### config.mk
export PLATFORM = sky130hd
export DESIGN_NAME = hnib_stripe
export DESIGN_NICKNAME = d
export VERILOG_FILES = /design/src/rtl/hnib_pkg.sv /design/src/rtl/hnib_enc.sv /design/src/rtl/hnib_dec.sv /design/src/rtl/hnib_stripe.sv
export SDC_FILE = /design/constraint.sdc
export NUM_CORES = 1
export LEC_CHECK = 0
export CAP_MARGIN = 20
export CORE_MARGIN = 8
export CORE_UTILIZATION = 45
export DETAILED_ROUTE_END_ITERATION = 8
export GPL_ROUTABILITY_DRIVEN = 0
export PLACE_DENSITY = 0.79
export SYNTH_ARGS = -nofsm -noshare
export SYNTH_HDL_FRONTEND = slang
export SYNTH_SLANG_ARGS = --single-unit
### constraint.sdc
create_clock -name clk -period 1.5 [get_ports clk]
set_input_delay 0.15 -clock clk [delete_from_list [all_inputs] [get_ports clk]]
set_output_delay 0.15 -clock clk [all_outputs]
set_load 0.05 [all_outputs]
### src/rtl/hnib_pkg.sv
package hnib_pkg;
  localparam int unsigned NIB_W = 4;
  localparam int unsigned CW_W  = 7;
  localparam int unsigned SYN_W = 3;
  typedef logic [CW_W-1:0]  cw_t;
  typedef logic [SYN_W-1:0] syn_t;
endpackage

### src/rtl/hnib_enc.sv
module hnib_enc
  import hnib_pkg::*;
(
  input  logic [NIB_W-1:0] nib,
  output cw_t              cw
);
  // position p sits at cw[p-1]; checks at 1,2,4
  always_comb begin
    cw[2] = nib[0];
    cw[4] = nib[1];
    cw[5] = nib[2];
    cw[6] = nib[3];
    cw[0] = nib[0] ^ nib[1] ^ nib[3];
    cw[1] = nib[0] ^ nib[2] ^ nib[3];
    cw[3] = nib[1] ^ nib[2] ^ nib[3];
  end
endmodule

### src/rtl/hnib_dec.sv
module hnib_dec
  import hnib_pkg::*;
(
  input  cw_t              rx,
  input  cw_t              erase,
  output logic [NIB_W-1:0] nib,
  output logic             fixed
);
  cw_t  masked;
  cw_t  flip;
  cw_t  repaired;
  syn_t syn;

  always_comb begin
    masked = rx & ~erase;
    syn[0] = masked[0] ^ masked[2] ^ masked[4] ^ masked[6];
    syn[1] = masked[1] ^ masked[2] ^ masked[5] ^ masked[6];
    syn[2] = masked[3] ^ masked[4] ^ masked[5] ^ masked[6];
    flip   = '0;
    if (syn != '0) flip[syn - syn_t'(1)] = 1'b1;
    repaired = masked ^ flip;
    nib   = {repaired[6], repaired[5], repaired[4], repaired[2]};
    fixed = (syn != '0);
  end
endmodule

### src/rtl/hnib_stripe.sv
module hnib_stripe
  import hnib_pkg::*;
#(
  parameter int unsigned DATA_W = 8,
  localparam int unsigned NIBS   = DATA_W / NIB_W,
  localparam int unsigned LANE_W = NIBS * CW_W
) (
  input  logic              clk,
  input  logic              rst_n,
  input  logic              in_valid,
  output logic              in_ready,
  input  logic [DATA_W-1:0] in_byte,
  output logic              wr_valid,
  output logic [LANE_W-1:0] wr_lanes,
  input  logic              rd_valid,
  output logic              rd_ready,
  input  logic [LANE_W-1:0] rd_lanes,
  input  logic [CW_W-1:0]   fail_mask,
  output logic              out_valid,
  input  logic              out_ready,
  output logic [DATA_W-1:0] out_byte,
  output logic [NIBS-1:0]   out_corr
);
  logic [LANE_W-1:0] enc_lanes;
  logic [DATA_W-1:0] dec_byte;
  logic [NIBS-1:0]   dec_corr;

  for (genvar g = 0; g < NIBS; g++) begin : g_nib
    hnib_enc u_enc (
      .nib (in_byte[NIB_W*g +: NIB_W]),
      .cw  (enc_lanes[CW_W*g +: CW_W])
    );
    hnib_dec u_dec (
      .rx    (rd_lanes[CW_W*g +: CW_W]),
      .erase (fail_mask),
      .nib   (dec_byte[NIB_W*g +: NIB_W]),
      .fixed (dec_corr[g])
    );
  end

  // write side
  logic              wr_valid_q, wr_valid_d;
  logic [LANE_W-1:0] wr_lanes_q, wr_lanes_d;
  logic              wr_load;

  assign in_ready = 1'b1;

  always_comb begin
    wr_load    = in_valid && in_ready;
    wr_valid_d = wr_load;
    wr_lanes_d = wr_load ? enc_lanes : wr_lanes_q;
  end

  always_ff @(posedge clk or negedge rst_n) begin
    if (!rst_n) wr_valid_q <= 1'b0;
    else        wr_valid_q <= wr_valid_d;
  end

  always_ff @(posedge clk) begin
    if (wr_load) wr_lanes_q <= wr_lanes_d;
  end

  assign wr_valid = wr_valid_q;
  assign wr_lanes = wr_lanes_q;

  // read side
  logic              out_valid_q, out_valid_d;
  logic [DATA_W-1:0] out_byte_q,  out_byte_d;
  logic [NIBS-1:0]   out_corr_q,  out_corr_d;
  logic              rd_take;

  always_comb begin
    rd_ready    = !out_valid_q || out_ready;
    rd_take     = rd_valid && rd_ready;
    out_valid_d = rd_take || (out_valid_q && !out_ready);
    out_byte_d  = rd_take ? dec_byte : out_byte_q;
    out_corr_d  = rd_take ? dec_corr : out_corr_q;
  end

  always_ff @(posedge clk or negedge rst_n) begin
    if (!rst_n) out_valid_q <= 1'b0;
    else        out_valid_q <= out_valid_d;
  end

  always_ff @(posedge clk) begin
    if (rd_take) begin
      out_byte_q <= out_byte_d;
      out_corr_q <= out_corr_d;
    end
  end

  assign out_valid = out_valid_q;
  assign out_byte  = out_byte_q;
  assign out_corr  = out_corr_q;
endmodule

==> impl_metrics.env <==
export IMPL_critPathRequiredTime_ns=1.51
export IMPL_crit_path_start_kind="input pin"
export IMPL_path_clk_slew_ns=0.08
export IMPL_grt_use_total=0.153
export IMPL_clock_latency_ns=0.26
export IMPL_violations="setup timing"
export IMPL_ant_nets=0
export IMPL_reg2reg_from="out_valid$_DFF_PN0_"
export IMPL_placed_cell_area_mm2=0.00281
export IMPL_routed_via_count=1715
export IMPL_drt_initial_drc_count=54
export IMPL_floorplan_rows=23
export IMPL_crit_slowest_cell="or4_1"
export IMPL_place_hpwl_mm=3.81
export IMPL_grt_start_max_net_pins=16
export IMPL_grt_pass1_vias=1670
export IMPL_cp_end_kind="register"
export IMPL_cpMostUsedCell="buf_6"
export IMPL_syn_inst=177
export IMPL_slowest_delay_ns=0.45
export IMPL_initial_core_util=0.471
export IMPL_ys_seq_area_frac=0.406
export IMPL_arrival_ns=1.93
export IMPL_hold_viol=0
export IMPL_final_common_cell="buf_4"
export IMPL_ys_types=43
export IMPL_totalWireLength_mm=5.26
export IMPL_clockBufferDepth=2
export IMPL_io_pins=62
export IMPL_yosys_warnings=0
export IMPL_status="finished with violations"
export IMPL_yosys_register_bits=26
export IMPL_crit_type="input pin to register"
export IMPL_cp_cell_sequence="buf_6 -> or2b_4 -> xor2_4 -> buf_6 -> xnor2_4 -> ha_4 -> nand2b_4 -> nor2_2 -> and4_1 -> or4_1"
export IMPL_report_final_slew_viol_count=0
export IMPL_coreArea_mm2=0.00403
export IMPL_powerDensity_mw_per_mm2=1030
export IMPL_cts_tree="done"
export IMPL_min_period_ns=1.91
export IMPL_drc=0
export IMPL_avgSynthCellArea_um2=10.7
export IMPL_dp_slack_ns=-1.10
export IMPL_holdBufCountCts=0
export IMPL_max_freq_mhz=523
export IMPL_areaGrowthSynthToFinish_pct=67.0
export IMPL_cp_max_fo=3
export IMPL_nNetsFinal=321
export IMPL_setup_viol=8
export IMPL_num_antenna_cells=0
export IMPL_htree_levels=1
export IMPL_wl_per_cell_um=15.9
export IMPL_path_depth=10
export IMPL_antenna_found_initial=0
export IMPL_finalPower_mw=3.26
export IMPL_hp_class="input pin to async pin"
export IMPL_skew_ns=0.00371
export IMPL_r2r_slack_ns=0.35
export IMPL_synth_nets=215
export IMPL_layout_drive_gt1_share=0.507
export IMPL_via_per_inst=5.17
export IMPL_cts_buffers_inserted=3
export IMPL_final_cell_mix="buf_4, edfxtp_1, clkdlybuf4s50_1"
export IMPL_die_y_um=80.9
export IMPL_synthArstFlopShare=0.0769
export IMPL_die_area_mm2=0.00655
export IMPL_rr_endpoint="out_byte[6]$_DFFE_PP_"
export IMPL_rsz0062_at_grt="yes"
export IMPL_tns_ns=-2.69
export IMPL_grt_remaining_overflow=0
export IMPL_cts_sinks=26
export IMPL_drt_first_pass_iters=4
export IMPL_clockRootBuffer="clkbuf_8"
export IMPL_p_leak_nw=1.33
export IMPL_portBuffers=60
export IMPL_post_route_util=0.787
export IMPL_grt_pass1_wl_mm=8.07
export IMPL_synth_area_mm2=0.00190
export IMPL_setup_ws_ns=-0.412
export IMPL_cp_top_family="simple AND/OR/NAND/NOR gates"
export IMPL_drv_cap=0
export IMPL_fp_dieW_um=80.9
export IMPL_synth_ff_type="edfxtp_1"
export IMPL_ff2ff_path_depth=2
export IMPL_finalInstanceArea_mm2=0.00317
export IMPL_period_share=1.27
export IMPL_ir_drop_mv=0.471
export IMPL_synth_edf_count=24
export IMPL_timing_critical_path_buf_inv=2
kinds of logic (layout without fill, tap and decap cells):
group,count (synthesis),in the layout,synth area share
compound gates,10,10,0.0382
xor+xnor,27,27,0.178
fa+ha+maj,4,4,0.0264
buf+inv,14,119,0.0369
flops,26,26,0.406
mux,10,10,0.0541
other cells,1,1,0.00198
simple gates,85,85,0.258
final cells by class:
type	instances	area [um^2]
multi-input combinational	137	1350
sequential	26	771
timing repair buffer	110	923
clock inverter	1	3.75
fill	264	860
tap	50	62.6
inverter	5	18.8
clock buffer	3	41.3
synth_stat cells (3+ instances only):
| cell type | number | area (um^2) |
|---|---|---|
| edfxtp_1 | 24 | 721 |
| xnor2_1 | 18 | 158 |
| nand2_1 | 16 | 60.1 |
| nand2b_1 | 13 | 81.3 |
| nor2b_1 | 12 | 75.1 |
| nor2_1 | 9 | 33.8 |
| mux2i_1 | 8 | 80.1 |
| nor3_1 | 6 | 30.0 |
| nand4_1 | 5 | 31.3 |
| clkbuf_1 | 4 | 15.0 |
| ha_1 | 4 | 50.1 |
| nand3_1 | 4 | 20.0 |
| o31ai_1 | 4 | 30.0 |
| xnor2_2 | 4 | 65.1 |
| inv_1 | 3 | 11.3 |
| or4_1 | 3 | 22.5 |
registers in the layout, summed over array words and instances, names as in the netlist:
signal,flops
wr_valid,1
out_valid,1
out_byte,8
wr_lanes,14
out_corr,2
per-layer routing:
| layer | vias up | wire [um] | GRT usage |
|---|---|---|---|
| met3 | 7 | 493 | 0.0331 |
| met4 | 0 | 52 | 0.0446 |
| met1 | 803 | 2170 | 0.179 |
| li1 | 825 | - | - |
| met2 | 80 | 2550 | 0.273 |
| met5 | - | 0 | 0 |
power by group:
| part | total, mW | switching (mW) | internal, mW | leakage [nW] |
|---|---|---|---|---|
| Clock | 0.385 | 0.202 | 0.183 | 0.0231 |
| Combinational | 1.94 | 1.01 | 0.930 | 1.05 |
| Sequential | 0.932 | 0.0242 | 0.908 | 0.254 |
through the flow:
stage,std cells,hold slack (ns)
floorplan,177,-0.146
global placement,315,0.328
detailed placement,315,0.327
CTS,327,0.0398
global route,332,0.0355
finish,332,0.0365
worst max-delay path by stage:
stage                            endpoint  slack (ns)         start
global placement    out_byte[2]$_DFFE_PP_       -1.06  fail_mask[4]
global route        out_byte[2]$_DFFE_PP_       -0.48  fail_mask[6]
CTS                 out_byte[2]$_DFFE_PP_       -0.42  fail_mask[6]
detailed placement  out_byte[2]$_DFFE_PP_       -1.10  fail_mask[4]
finish              out_byte[2]$_DFFE_PP_       -0.41  fail_mask[6]
floorplan           out_byte[2]$_DFFE_PP_       -0.69   rd_lanes[6]
timing repair:
item / CTS / global route
pin swaps: 19 / 9
gates cloned: 1 / 0
gates resized for setup: 70 / 19
buffers inserted: 11 / 5
setup endpoints to repair: 10 / 9
(Power assumes the default switching activity.)
